===== src/rtl/uart_fifo_tx.sv =====
module uart_fifo_tx #(
  parameter int DEPTH = 16,
  parameter int DLY_W = 8,
  localparam int AW = $clog2(DEPTH),
  localparam int CW = $clog2(DEPTH + 1)
) (
  input  logic             clk,
  input  logic             rst_n,
  input  logic             wr_en,
  input  logic [7:0]       wr_data,
  input  logic             baud_tick,
  input  logic             tx_en,
  input  logic             fifo_en,
  input  logic [2:0]       word_len,
  input  logic             par_en,
  input  logic             par_odd,
  input  logic             two_stop,
  input  logic [DLY_W-1:0] gap_len,
  input  logic [CW-1:0]    trig_lvl,
  output logic             tx_line,
  output logic [CW-1:0]    fill_cnt,
  output logic             irq,
  output logic             ovf
);

  typedef enum logic [2:0] {S_IDLE, S_START, S_DATA, S_PAR, S_STOP1, S_STOP2} st_t;

  logic [7:0]       mem [DEPTH];
  logic [AW-1:0]    rd_ptr, wr_ptr;
  logic [CW-1:0]    cnt;
  st_t              st;
  logic [7:0]       sh;
  logic [2:0]       idx;
  logic             pacc;
  logic             txd;
  logic [DLY_W-1:0] gap_cnt;

  wire [CW-1:0]    cap       = fifo_en ? CW'(DEPTH) : CW'(1);
  wire             full      = cnt >= cap;
  wire             push      = wr_en && !full;
  wire             can_start = tx_en && (cnt != '0);
  wire [DLY_W-1:0] gap_eff   = fifo_en ? gap_len : '0;
  wire             frame_end = baud_tick && ((st == S_STOP1 && !two_stop) || st == S_STOP2);
  wire             start_now = baud_tick && can_start &&
                               ((st == S_IDLE && gap_cnt <= DLY_W'(1)) ||
                                (frame_end && gap_eff == '0));
  wire             pop       = start_now;

  function automatic logic [AW-1:0] inc_ptr(input logic [AW-1:0] p);
    return (p == AW'(DEPTH - 1)) ? '0 : p + AW'(1);
  endfunction

  always_ff @(posedge clk)
    if (push) mem[wr_ptr] <= wr_data;

  always_ff @(posedge clk) begin
    if (!rst_n) begin
      wr_ptr <= '0;
      rd_ptr <= '0;
      cnt    <= '0;
      ovf    <= 1'b0;
    end else begin
      if (push) wr_ptr <= inc_ptr(wr_ptr);
      if (pop)  rd_ptr <= inc_ptr(rd_ptr);
      case ({push, pop})
        2'b10:   cnt <= cnt + CW'(1);
        2'b01:   cnt <= cnt - CW'(1);
        default: cnt <= cnt;
      endcase
      if (wr_en && full) ovf <= 1'b1;
    end
  end

  always_ff @(posedge clk) begin
    if (!rst_n) begin
      st      <= S_IDLE;
      txd     <= 1'b1;
      sh      <= '0;
      idx     <= '0;
      pacc    <= 1'b0;
      gap_cnt <= '0;
    end else if (start_now) begin
      st      <= S_START;
      txd     <= 1'b0;
      sh      <= mem[rd_ptr];
      gap_cnt <= '0;
    end else if (baud_tick) begin
      case (st)
        S_IDLE: begin
          txd <= 1'b1;
          if (gap_cnt > DLY_W'(1)) gap_cnt <= gap_cnt - DLY_W'(1);
          else                     gap_cnt <= '0;
        end
        S_START: begin
          txd  <= sh[0];
          pacc <= sh[0];
          sh   <= sh >> 1;
          idx  <= '0;
          st   <= S_DATA;
        end
        S_DATA: begin
          if (idx == word_len) begin
            if (par_en) begin
              txd <= pacc ^ par_odd;
              st  <= S_PAR;
            end else begin
              txd <= 1'b1;
              st  <= S_STOP1;
            end
          end else begin
            txd  <= sh[0];
            pacc <= pacc ^ sh[0];
            sh   <= sh >> 1;
            idx  <= idx + 3'd1;
          end
        end
        S_PAR: begin
          txd <= 1'b1;
          st  <= S_STOP1;
        end
        S_STOP1: begin
          if (two_stop) st <= S_STOP2;
          else begin
            st      <= S_IDLE;
            gap_cnt <= gap_eff;
          end
        end
        default: begin
          st      <= S_IDLE;
          gap_cnt <= gap_eff;
        end
      endcase
    end
  end

  assign tx_line  = txd;
  assign fill_cnt = cnt;
  assign irq      = fifo_en ? (cnt == trig_lvl) : (cnt == '0);

  assert_line_idle_high_R1: assert property (@(posedge clk) disable iff (!rst_n)
    st == S_IDLE |-> tx_line);
  assert_start_bit_low_R1: assert property (@(posedge clk) disable iff (!rst_n)
    st == S_START |-> !tx_line);
  assert_stop_bits_high_R3: assert property (@(posedge clk) disable iff (!rst_n)
    (st == S_STOP1 || st == S_STOP2) |-> tx_line);
  assert_fill_bounded_R4: assert property (@(posedge clk) disable iff (!rst_n)
    fill_cnt <= CW'(DEPTH));
  assert_ovf_sticky_R5: assert property (@(posedge clk) disable iff (!rst_n)
    ovf |=> ovf);
  assert_full_write_flags_R5: assert property (@(posedge clk) disable iff (!rst_n)
    (wr_en && full) |=> ovf);
  assert_full_write_dropped_R5: assert property (@(posedge clk) disable iff (!rst_n)
    (wr_en && full && !pop) |=> fill_cnt == $past(fill_cnt));
  assert_single_slot_R8: assert property (@(posedge clk) disable iff (!rst_n)
    (!fifo_en && fill_cnt <= CW'(1)) |=> (fifo_en || fill_cnt <= CW'(1)));
  assert_no_start_disabled_R9: assert property (@(posedge clk) disable iff (!rst_n)
    (!tx_en && st == S_IDLE) |=> st == S_IDLE);
  assert_line_moves_on_tick_R10: assert property (@(posedge clk) disable iff (!rst_n)
    !baud_tick |=> $stable(tx_line));

endmodule


===== config.mk =====
export PLATFORM = sky130hd
export DESIGN_NAME = uart_fifo_tx
export DESIGN_NICKNAME = d
export VERILOG_FILES = /design/src/rtl/uart_fifo_tx.sv
export SDC_FILE = /design/constraint.sdc
export NUM_CORES = 1
export LEC_CHECK = 0
export ABC_AREA = 1
export BUFFER_PORTS_ARGS = -buffer_cell sky130_fd_sc_hd__buf_2
export CORE_MARGIN = 5
export CORE_UTILIZATION = 49
export CTS_BUF_LIST = sky130_fd_sc_hd__clkbuf_16
export DETAILED_ROUTE_END_ITERATION = 10
export HOLD_SLACK_MARGIN = 0.02
export PLACE_DENSITY = 0.66
export SETUP_SLACK_MARGIN = 0.02
export SYNTH_ARGS = -nofsm -noshare
export SYNTH_HDL_FRONTEND = slang
export SYNTH_SLANG_ARGS = --single-unit

===== constraint.sdc =====
create_clock -name clk -period 3.95 [get_ports clk]
set_input_delay 0 -clock clk [delete_from_list [all_inputs] [get_ports clk]]
set_output_delay 0 -clock clk [all_outputs]
set_load 0.01 [all_outputs]

==> results of run 1 <==
-- worst max-delay path, stage by stage (launching register included) --
cell and delay [ns]:
dfxtp_1 0.36, nor2_2 0.15, inv_2 0.06, nor2_2 0.36, nand3_2 0.13, nand2_2 0.10, nand2_4 0.12, inv_6 0.16
ha_1 0.30, xor2_1 0.22, ha_1 0.17, inv_1 0.04, nand2_1 0.08, nand2_1 0.06, o21ai_1 0.14, xor2_1 0.16
nand2_1 0.07, a21oi_1 0.11
-- logic make-up (layout without fill, tap and decap cells) --
family / after synthesis / in the layout / share of synthesized area [%]
AOI/OAI and AO/OA: 80 / 80 / 5.49
xor gates and xnor gates: 23 / 23 / 2.58
adders and majority gates: 13 / 13 / 2.09
buffers and inverters: 102 / 161 / 5.78
DFF: 170 / 170 / 60.1
and+or+nand+nor: 440 / 440 / 24.0
-- layout make-up --
| class | instances | area, µm² |
|---|---|---|
| Multi-Input combinational cell | 556 | 2660 |
| Sequential cell | 170 | 4690 |
| Inverter | 67 | 259 |
| Clock inverter | 13 | 92.6 |
| Clock buffer | 19 | 475 |
| Timing Repair Buffer | 62 | 410 |
| Tap cell | 216 | 270 |
| Fill cell | 1392 | 6920 |
-- report_power, final --
group	internal [µW]	total (µW)	switching, µW	leakage, µW
combinational	382	1030	647	0.00180
sequential	2010	2090	80.1	0.00150
clock	884	1580	693	0.000295
-- per-stage QoR --
stage | hold WS [ns] | util, % | area, µm² | setup WS (ns)
after floorplan | 0.0989 | - | 7790 | 1.44
after CTS | 0.0253 | 56.1 | 8850 | 1.07
after detailed placement | 0.266 | 51.4 | 8110 | 1.08
final | 0.0441 | 56.1 | 8850 | 1.06
after global routing | 0.0621 | 56.1 | 8850 | 0.793
after global placement | 0.268 | 51.4 | 8110 | 1.19
-- layout by cell type, fill, tap and decap left out, types with 6 or more instances in the layout --
| cell type | Yosys | layout |
|---|---|---|
| nand2_1 | 223 | 223 |
| edfxtp_1 | 128 | 128 |
| nand3_1 | 97 | 97 |
| nor2_1 | 93 | 93 |
| inv_1 | 60 | 63 |
| dfxtp_1 | 42 | 41 |
| buf_2 | 16 | 40 |
| o21ai_0 | 39 | 39 |
| a21oi_1 | 25 | 25 |
| clkbuf_16 | 0 | 19 |
| dlygate4sd3_1 | 0 | 18 |
| ha_1 | 13 | 13 |
| xnor2_1 | 12 | 12 |
| xor2_1 | 11 | 11 |
| o22ai_1 | 6 | 6 |
-- metal layers --
metal  up-vias  GRT usage (%)
li1       2851              -
met1      2648           25.1
met2       130           29.7
met3        16           4.52
met4         0           5.38
met5         -              0
-- worst paths after layout --
kind | from | end | slack, ns | depth (start not counted)
max reg2reg | st[1]$_SDFFE_PP0P_ | fill_cnt[4]$_SDFFE_PN0P_ | 1.06 | 17
min reg2reg | ovf$_SDFFE_PN0P_ | ovf$_SDFFE_PN0P_ | 0.47 | 2
min | par_en | st[0]$_SDFFE_PN0P_ | 0.04 | 5
max | st[1]$_SDFFE_PP0P_ | fill_cnt[4]$_SDFFE_PN0P_ | 1.06 | 17
-- sequential cells by signal, summed over array words and instances (netlist names), named ones only --
register,flops
mem,128
gap_cnt,8
sh,8
fill_cnt,5
rd_ptr,4
wr_ptr,4
idx,3
st,3
ovf,1
pacc,1
tx_line,1
==> results.json, run 1 <==
{
  "outcome": "complete, no violations",
  "synth_cell_types": 40,
  "instances_no_fill": 1103,
  "avgViaCountPerCell": 5.12,
  "cp.required_ns": 4.29,
  "yosysTopAreaCellShare_pct": 49.3,
  "post-cts-setup-buffer-count": 0,
  "grt_antenna_before_repair": 0,
  "syn_inst": 828,
  "fmax_mhz": 346,
  "area_growth_syn_to_layout_pct": 13.6,
  "hold_violations": 0,
  "crit_type": "flip-flop to flip-flop",
  "grt_pass1_vias": 5220,
  "drt-initial-drc-count": 434,
  "wl_met1_mm": 7.80,
  "p_total_uw": 4700,
  "ir_drop_mv": 0.303,
  "cp_max_fo": 16,
  "synth_edf_count": 128,
  "ant_nets": 0,
  "die_x_um": 136,
  "io_pins": 41,
  "clock_latency_ns": 0.42,
  "synth_area_um2": 7790,
  "route.met3.wl_um": 705,
  "wire_per_inst_um": 14.8,
  "grt_max_degree": 66,
  "dr.pass1.iters": 4,
  "tns_ns": 0,
  "post-route-period-util_pct": 73.1,
  "clock_sinks": 170,
  "slew_viol_final": 0,
  "async_flop_share_pct": 0,
  "hold_path_class": "input port to flip-flop",
  "seq_area_frac_synth_pct": 60.1,
  "routed.top_layer": "met4",
  "grt_util_all_layers_pct": 18.5,
  "fin_nets": 920,
  "p_per_area_nw_per_um2": 531,
  "cts.hold.buffers_added": 18,
  "grt_overflow": 0,
  "p_leak_uw": 0.00359,
  "wl_mm": 16.3,
  "tritoncts": "yes",
  "setup_viol": 0,
  "rsz0062_at_grt": "no",
  "numPortBuffers": 40,
  "die_h_um": 136,
  "gp_congestion": 0.789,
  "yosysTopAreaCell": "edfxtp_1",
  "vias": 5645,
  "tightestPinTransition_ns": 1.12,
  "max_cap_viol_count": 0,
  "antenna_cells": 0,
  "synth_commonest_cells": "nand2_1 (223), edfxtp_1 (128), nand3_1 (97), nor2_1 (93), inv_1 (60)",
  "clock-root-buffer": "clkbuf_16",
  "finClkSkew_ns": 0.0108,
  "cp.arrival_ns": 3.23,
  "dieArea_um2": 18500,
  "num_rows": 46,
  "synthFlopType": "edfxtp_1",
  "synth_nets": 874,
  "initial_core_util_pct": 49.4,
  "clk_path_buf_depth": 2,
  "yosys.cell_count.top_type": "nand2_1",
  "wl_met2_mm": 7.60,
  "post-route-drc-count": 0,
  "ctsResizeCount": 0,
  "drive_above_1_share_pct": 10.7,
  "place_inst": 1053,
  "place_hpwl_mm": 10.3,
  "slew_headroom_pct": 25.5,
  "core_area_um2": 15800,
  "ys_top_cells_by_area": "edfxtp_1 (49%), dfxtp_1 (11%), nand2_1 (11%), nand3_1 (6.2%), nor2_1 (4.5%)",
  "syn_area_per_cell_um2": 9.41,
  "critical_path.endpoint_type": "flip-flop",
  "clkSlewWorstSetupHoldPaths_ns": 0.06,
  "ys_seq_elements": 170,
  "cp-start-kind": "flip-flop",
  "period_minus_slack_ns": 2.89,
  "h-tree-depth": 4,
  "cts_buffers": 17,
  "grt_pass1_wl_mm": 26.5,
  "ys_warn_count": 0
}
Note: power is estimated with default switching activity, not from simulation.
==> run 2, diff against run 1 <==
--- a/config.mk
+++ b/config.mk
@@ -12,7 +12,7 @@
 export CTS_BUF_LIST = sky130_fd_sc_hd__clkbuf_16
 export DETAILED_ROUTE_END_ITERATION = 10
 export HOLD_SLACK_MARGIN = 0.02
-export PLACE_DENSITY = 0.66
+export PLACE_DENSITY = 0.69
 export SETUP_SLACK_MARGIN = 0.02
 export SYNTH_ARGS = -nofsm -noshare
 export SYNTH_HDL_FRONTEND = slang
==> constraint.sdc (replaced) <==
create_clock -name clk -period 2.6 [get_ports clk]
set_input_delay 0 -clock clk [delete_from_list [all_inputs] [get_ports clk]]
set_output_delay 0 -clock clk [all_outputs]
set_load 0.01 [all_outputs]
==> run 2 against run 1 <==
  * Sequential share of layout area fell by 1.6 points
  * Die area is the same
  * Setup slack got worse by 0.92 ns
  * Via count up 3.0%
  * Non-clock buffer count grew 27
  * Critical path type unchanged
  * Highest routed layer unchanged
==> results.json, run 2 (synthesis gave the netlist of run 1 again) <==
{
  "fillerInstances": 1376,
  "dieArea_um2": 18500,
  "num_rows": 46,
  "grt_antenna_before_repair": 0,
  "grt_pass1_vias": 5759,
  "wire_per_inst_um": 15.0,
  "numPortBuffers": 40,
  "largest_reg_flops": 128,
  "p_int_uw": 5210,
  "initial_core_util_pct": 49.4,
  "crit_type": "flip-flop to flip-flop",
  "post-route-drc-count": 0,
  "period_minus_slack_ns": 2.46,
  "clock-root-buffer": "clkbuf_16",
  "dr.pass1.iters": 5,
  "tightestPinTransition_ns": 0.710,
  "critical_path.endpoint_type": "flip-flop",
  "hold_slack_ns": 0.0526,
  "clock_latency_ns": 0.43,
  "top_regs": "mem: 128 flops, gap_cnt: 8 flops, sh: 8 flops",
  "multi_input_area_um2": 2690,
  "cp.arrival_ns": 2.80,
  "grt_pass1_wl_mm": 28.1,
  "tritoncts": "yes",
  "clock_sinks": 170,
  "avgViaCountPerCell": 5.15,
  "tns_ns": 0,
  "mostFrequentLayoutCells": "nand2_1 (223), edfxtp_1 (128), nand3_1 (97)",
  "die_x_um": 136,
  "setup_viol": 0,
  "ir_drop_mv": 0.536,
  "cp.required_ns": 2.95,
  "grt_overflow": 0,
  "gp_congestion": 0.843,
  "hold_path_class": "input port to flip-flop",
  "r2r_cells": 16,
  "fin_nets": 947,
  "drive_above_1_share_pct": 13.7,
  "comb_power_share_pct": 22.5,
  "clk_path_buf_depth": 2,
  "h-tree-depth": 4,
  "max_cap_viol_count": 0,
  "die_h_um": 136,
  "io_pins": 41,
  "clkSlewWorstSetupHoldPaths_ns": 0.06,
  "final_common_cell": "nand2_1",
  "clkPwrFrac_pct": 34.6,
  "seq_area_um2": 4690,
  "place_area_um2": 8300,
  "hold_violations": 0,
  "rsz0062_at_grt": "no",
  "p_seq_share_pct": 42.9,
  "cts_buffers": 17,
  "cp-start-kind": "flip-flop",
  "wl_mm": 16.9,
  "post-route-period-util_pct": 94.5,
  "post-cts-setup-buffer-count": 0,
  "fmax_mhz": 407,
  "cpPeakStageDelay_ns": 0.37,
  "core_area_um2": 15800,
  "place_hpwl_mm": 10.8,
  "design_area_um2": 9150,
  "slew_viol_final": 0,
  "p_per_area_nw_per_um2": 810,
  "p_sw_uw": 2190,
  "cp_max_fo": 5,
  "crit_path_frequent_cell": "nand2_1",
  "path_cells": "inv_1 > ha_1 > nor2_1 > nand3_1 > nand2_1 > nand3_2 > ha_4 > xor2_2 > ha_1 > inv_1 > nand2_1 > nand2_1 > o21ai_2 > xor2_1 > nand2_1 > a21oi_1",
  "sw_frac_of_total_pct": 29.6,
  "grt_max_degree": 66,
  "grt_util_all_layers_pct": 19.4,
  "drt-initial-drc-count": 449,
  "vias": 5814,
  "outcome": "complete, no violations",
  "p_total_uw": 7410,
  "ant_nets": 0,
  "area_growth_syn_to_layout_pct": 17.3,
  "p_leak_uw": 0.00375,
  "regMostFlops": "mem",
  "finClkSkew_ns": 0.0124,
  "rrSetupSlack_ns": 0.14,
  "whs_path_depth": 5,
  "antenna_cells": 0,
  "slew_headroom_pct": 52.7,
  "worst_path_max_delay_cell": "dfxtp_4"
}
-- run 2: cell count changes in the layout (fill, tap and decap cells not counted), moves of 2 or more --
cell           previous run  this run
buf_4                     4        27
dlygate4sd3_1            18        21
clkbuf_16                19        17
inv_4                     3         1
bufinv_16                 0         3
dfxtp_1                  41        39
ha_1                     13        11
-- run 2: cell type report --
cell class	count	area share [%]
Clock buffer	17	4.65
Clock inverter	15	1.90
Inverter	67	2.83
Multi-Input combinational cell	556	29.5
Sequential cell	170	51.3
Tap cell	216	2.95
Timing Repair Buffer	89	6.92
-- run 2: path summary, 6_finish.rpt --
path,startpoint,endpoint
worst min register to register,ovf$_SDFFE_PN0P_,ovf$_SDFFE_PN0P_
worst max register to register,fill_cnt[0]$_SDFFE_PN0P_,fill_cnt[4]$_SDFFE_PN0P_
worst max-delay path,fill_cnt[0]$_SDFFE_PN0P_,fill_cnt[4]$_SDFFE_PN0P_
worst min-delay path,gap_len[6],gap_cnt[6]$_SDFFE_PP0P_
-- run 2: critical path, delay by kind of cell, from the launching register on --
kind,cells,cell delay (ns)
DFF,1,0.37
AOI/OAI and AO/OA,2,0.24
buffers and inverters,2,0.13
xor gates and xnor gates,2,0.35
and+or+nand+nor,7,0.64
adders and majority gates,3,0.66
-- run 2: what timing repair did --
| action | in CTS | in global routing |
|---|---|---|
| endpoints found under the hold margin | 153 | 0 |
| hold buffers | 21 | 0 |
| endpoints found under the setup margin | 1 | 1 |
| pin swaps | 0 | 1 |
| resized for setup | 1 | 9 |
-- run 2: routing by layer --
metal / vias up / track usage (%) / wire, µm / share of wire (%)
met1: 2727 / 25.3 / 7680 / 45
met5: - / 0 / 0 / 0
met4: 0 / 7.00 / 333 / 2.0
met3: 28 / 4.40 / 796 / 4.7
met2: 154 / 31.9 / 8140 / 48
li1: 2905 / - / - / -
-- run 2: stage by stage --
stage / std cells / utilization (%) / setup slack [ns]
final: 1130 / 58.0 / 0.144
after floorplan: 828 / - / 0.0906
after detailed placement: 1077 / 52.6 / 0.115
after CTS: 1130 / 57.8 / 0.0598
after global routing: 1130 / 58.0 / 0.0112
after global placement: 1077 / 52.6 / 0.238
-- run 2: power groups by stage --
stage,registers [µW],clock network (µW),logic (µW)
2_1_floorplan,3220,0,1220
3_3_place_gp,3230,0,1590
3_5_place_dp,3230,0,1610
4_1_cts,3170,2600,1650
5_1_grt,3200,2730,1900
6_report,3180,2560,1670
==> run 3, diff against run 2 <==
--- a/config.mk
+++ b/config.mk
@@ -7,6 +7,7 @@
 export LEC_CHECK = 0
 export ABC_AREA = 1
 export BUFFER_PORTS_ARGS = -buffer_cell sky130_fd_sc_hd__buf_2
+export CORE_ASPECT_RATIO = 1.2
 export CORE_MARGIN = 5
 export CORE_UTILIZATION = 49
 export CTS_BUF_LIST = sky130_fd_sc_hd__clkbuf_16
==> run 3 against run 2 <==
  * First-iteration DRC count increased by 8.0%
  * Wire length about the same
  * Hold slack improved by 0.012 ns
  * Cell area decreased by 0.27%
  * Final cell count decreased by 0.44%
  * Largest cell class unchanged
  * Highest routed layer unchanged
==> results.json, run 3 (synthesis gave the netlist of run 1 again) <==
{
  "area_growth_syn_to_layout_pct": 17.0,
  "clkSlewWorstSetupHoldPaths_ns": 0.06,
  "fmax_mhz": 422,
  "grt_overflow": 0,
  "top_regs": "mem: 128 flops, gap_cnt: 8 flops, sh: 8 flops",
  "wl_met2_mm": 8.44,
  "tritoncts": "yes",
  "period_minus_slack_ns": 2.37,
  "ir_drop_mv": 0.481,
  "finClkSkew_ns": 0.00782,
  "grt_antenna_before_repair": 0,
  "tns_ns": 0,
  "slew_viol_final": 0,
  "gp_congestion": 0.817,
  "p_total_uw": 7320,
  "drt-initial-drc-count": 485,
  "hold_violations": 0,
  "regMostFlops": "mem",
  "outcome": "complete, no violations",
  "tightestPinTransition_ns": 0.586,
  "multi_input_area_um2": 2670,
  "cp-start-kind": "flip-flop",
  "cp_max_fo": 5,
  "dr.pass1.iters": 5,
  "io_pins": 41,
  "wl_met1_mm": 7.54,
  "clk_path_buf_depth": 2,
  "dieArea_um2": 18500,
  "post-route-period-util_pct": 91.2,
  "grt_util_all_layers_pct": 18.9,
  "critical_path.endpoint_type": "flip-flop",
  "place_hpwl_mm": 10.8,
  "die_h_um": 148,
  "cp.arrival_ns": 2.72,
  "die_x_um": 125,
  "vias": 5800,
  "initial_core_util_pct": 49.8,
  "routed.top_layer": "met4",
  "fillerInstances": 1359,
  "hold_path_class": "input port to flip-flop",
  "max_cap_viol_count": 0,
  "grt_max_degree": 64,
  "crit_type": "flip-flop to flip-flop",
  "drive_above_1_share_pct": 14.0,
  "wire_per_inst_um": 15.1,
  "ant_nets": 0,
  "num_rows": 50,
  "rsz0062_at_grt": "no",
  "hold_slack_ns": 0.0642,
  "clock_latency_ns": 0.42,
  "clock-root-buffer": "clkbuf_16",
  "avgViaCountPerCell": 5.16,
  "fin_nets": 951,
  "largest_reg_flops": 128,
  "setup_viol": 0,
  "mostFrequentLayoutCells": "nand2_1 (222), edfxtp_1 (128), nand3_1 (97)",
  "p_per_area_nw_per_um2": 802,
  "numPortBuffers": 40,
  "slew_headroom_pct": 60.9,
  "clock_sinks": 170,
  "core_area_um2": 15600,
  "rrSetupSlack_ns": 0.23,
  "wl_mm": 17.0,
  "cts_buffers": 17,
  "cp.required_ns": 2.94,
  "post-route-drc-count": 0,
  "seq_area_um2": 4690,
  "grt_pass1_vias": 5635,
  "antenna_cells": 0,
  "p_leak_uw": 0.00375,
  "grt_pass1_wl_mm": 27.8,
  "final_common_cell": "nand2_1",
  "route.met3.wl_um": 663,
  "h-tree-depth": 4
}
run 3: cell count changes in the layout (fill, tap and decap cells not counted), sizes merged:
| cell | before | now |
|---|---|---|
| inv | 74 | 71 |
| dlygate4sd3 | 21 | 22 |
| buf | 68 | 71 |
| bufinv | 3 | 2 |
| clkinv | 5 | 8 |
run 3: report_power, final:
part / total (µW) / switching [µW] / internal [µW]
Combinational: 1690 / 1050 / 643
Sequential: 3170 / 109 / 3060
Clock: 2450 / 1040 / 1420
run 3: what timing repair did:
action                                  4_1_cts  5_1_grt
hold buffers                                 22        0
endpoints found under the hold margin       155        0
endpoints found under the setup margin        0        2
setup buffers                                 0        1
resized for setup                             0        8
run 3: area by class of cell:
type | count | area share, %
clock buffer | 17 | 4.66
clock inverter | 14 | 1.63
inverter | 67 | 2.84
multi-input combinational | 556 | 29.3
sequential | 170 | 51.4
tap | 208 | 2.85
timing repair buffer | 93 | 7.30
run 3: worst max-delay path, stage by stage (launching register included):
cell and delay, ns:
dfxtp_2 0.36, inv_1 0.06, ha_1 0.23, nor2_1 0.13, nor2_2 0.07, nand3_2 0.07
nand2_2 0.07, nand2_4 0.08, inv_6 0.03, ha_2 0.17, xor2_1 0.20, ha_1 0.18
inv_1 0.04, nand2_1 0.09, nand2_1 0.07, o21ai_2 0.13, xor2_1 0.16, nand2_1 0.06
a21oi_1 0.11
run 3: path summary, 6_finish.rpt:
kind | startpoint | endpoint | cells past startpoint
worst min register to register | sh[7]$_SDFFE_PN0P_ | sh[7]$_SDFFE_PN0P_ | 2
worst min-delay path | two_stop | st[0]$_SDFFE_PN0P_ | 5
worst max-delay path | gap_cnt[0]$_SDFFE_PP0P_ | fill_cnt[4]$_SDFFE_PN0P_ | 18
worst max register to register | gap_cnt[0]$_SDFFE_PP0P_ | fill_cnt[4]$_SDFFE_PN0P_ | 18
run 3: per-stage QoR:
step	cells	cell area, µm²	setup WS (ns)	utilization [%]
finish	1125	9120	0.230	58.3
global route	1125	9120	0.0161	58.3
CTS	1124	9100	0.144	58.2
detailed placement	1071	8300	0.180	53.1
global placement	1071	8300	0.224	53.1
floorplan	828	7790	0.0906	-
run 3: routing by layer:
metal / vias up / track usage, %
met2: 113 / 32.6
met3: 23 / 3.38
li1: 2912 / -
met4: 0 / 7.05
met1: 2752 / 23.9
met5: - / 0
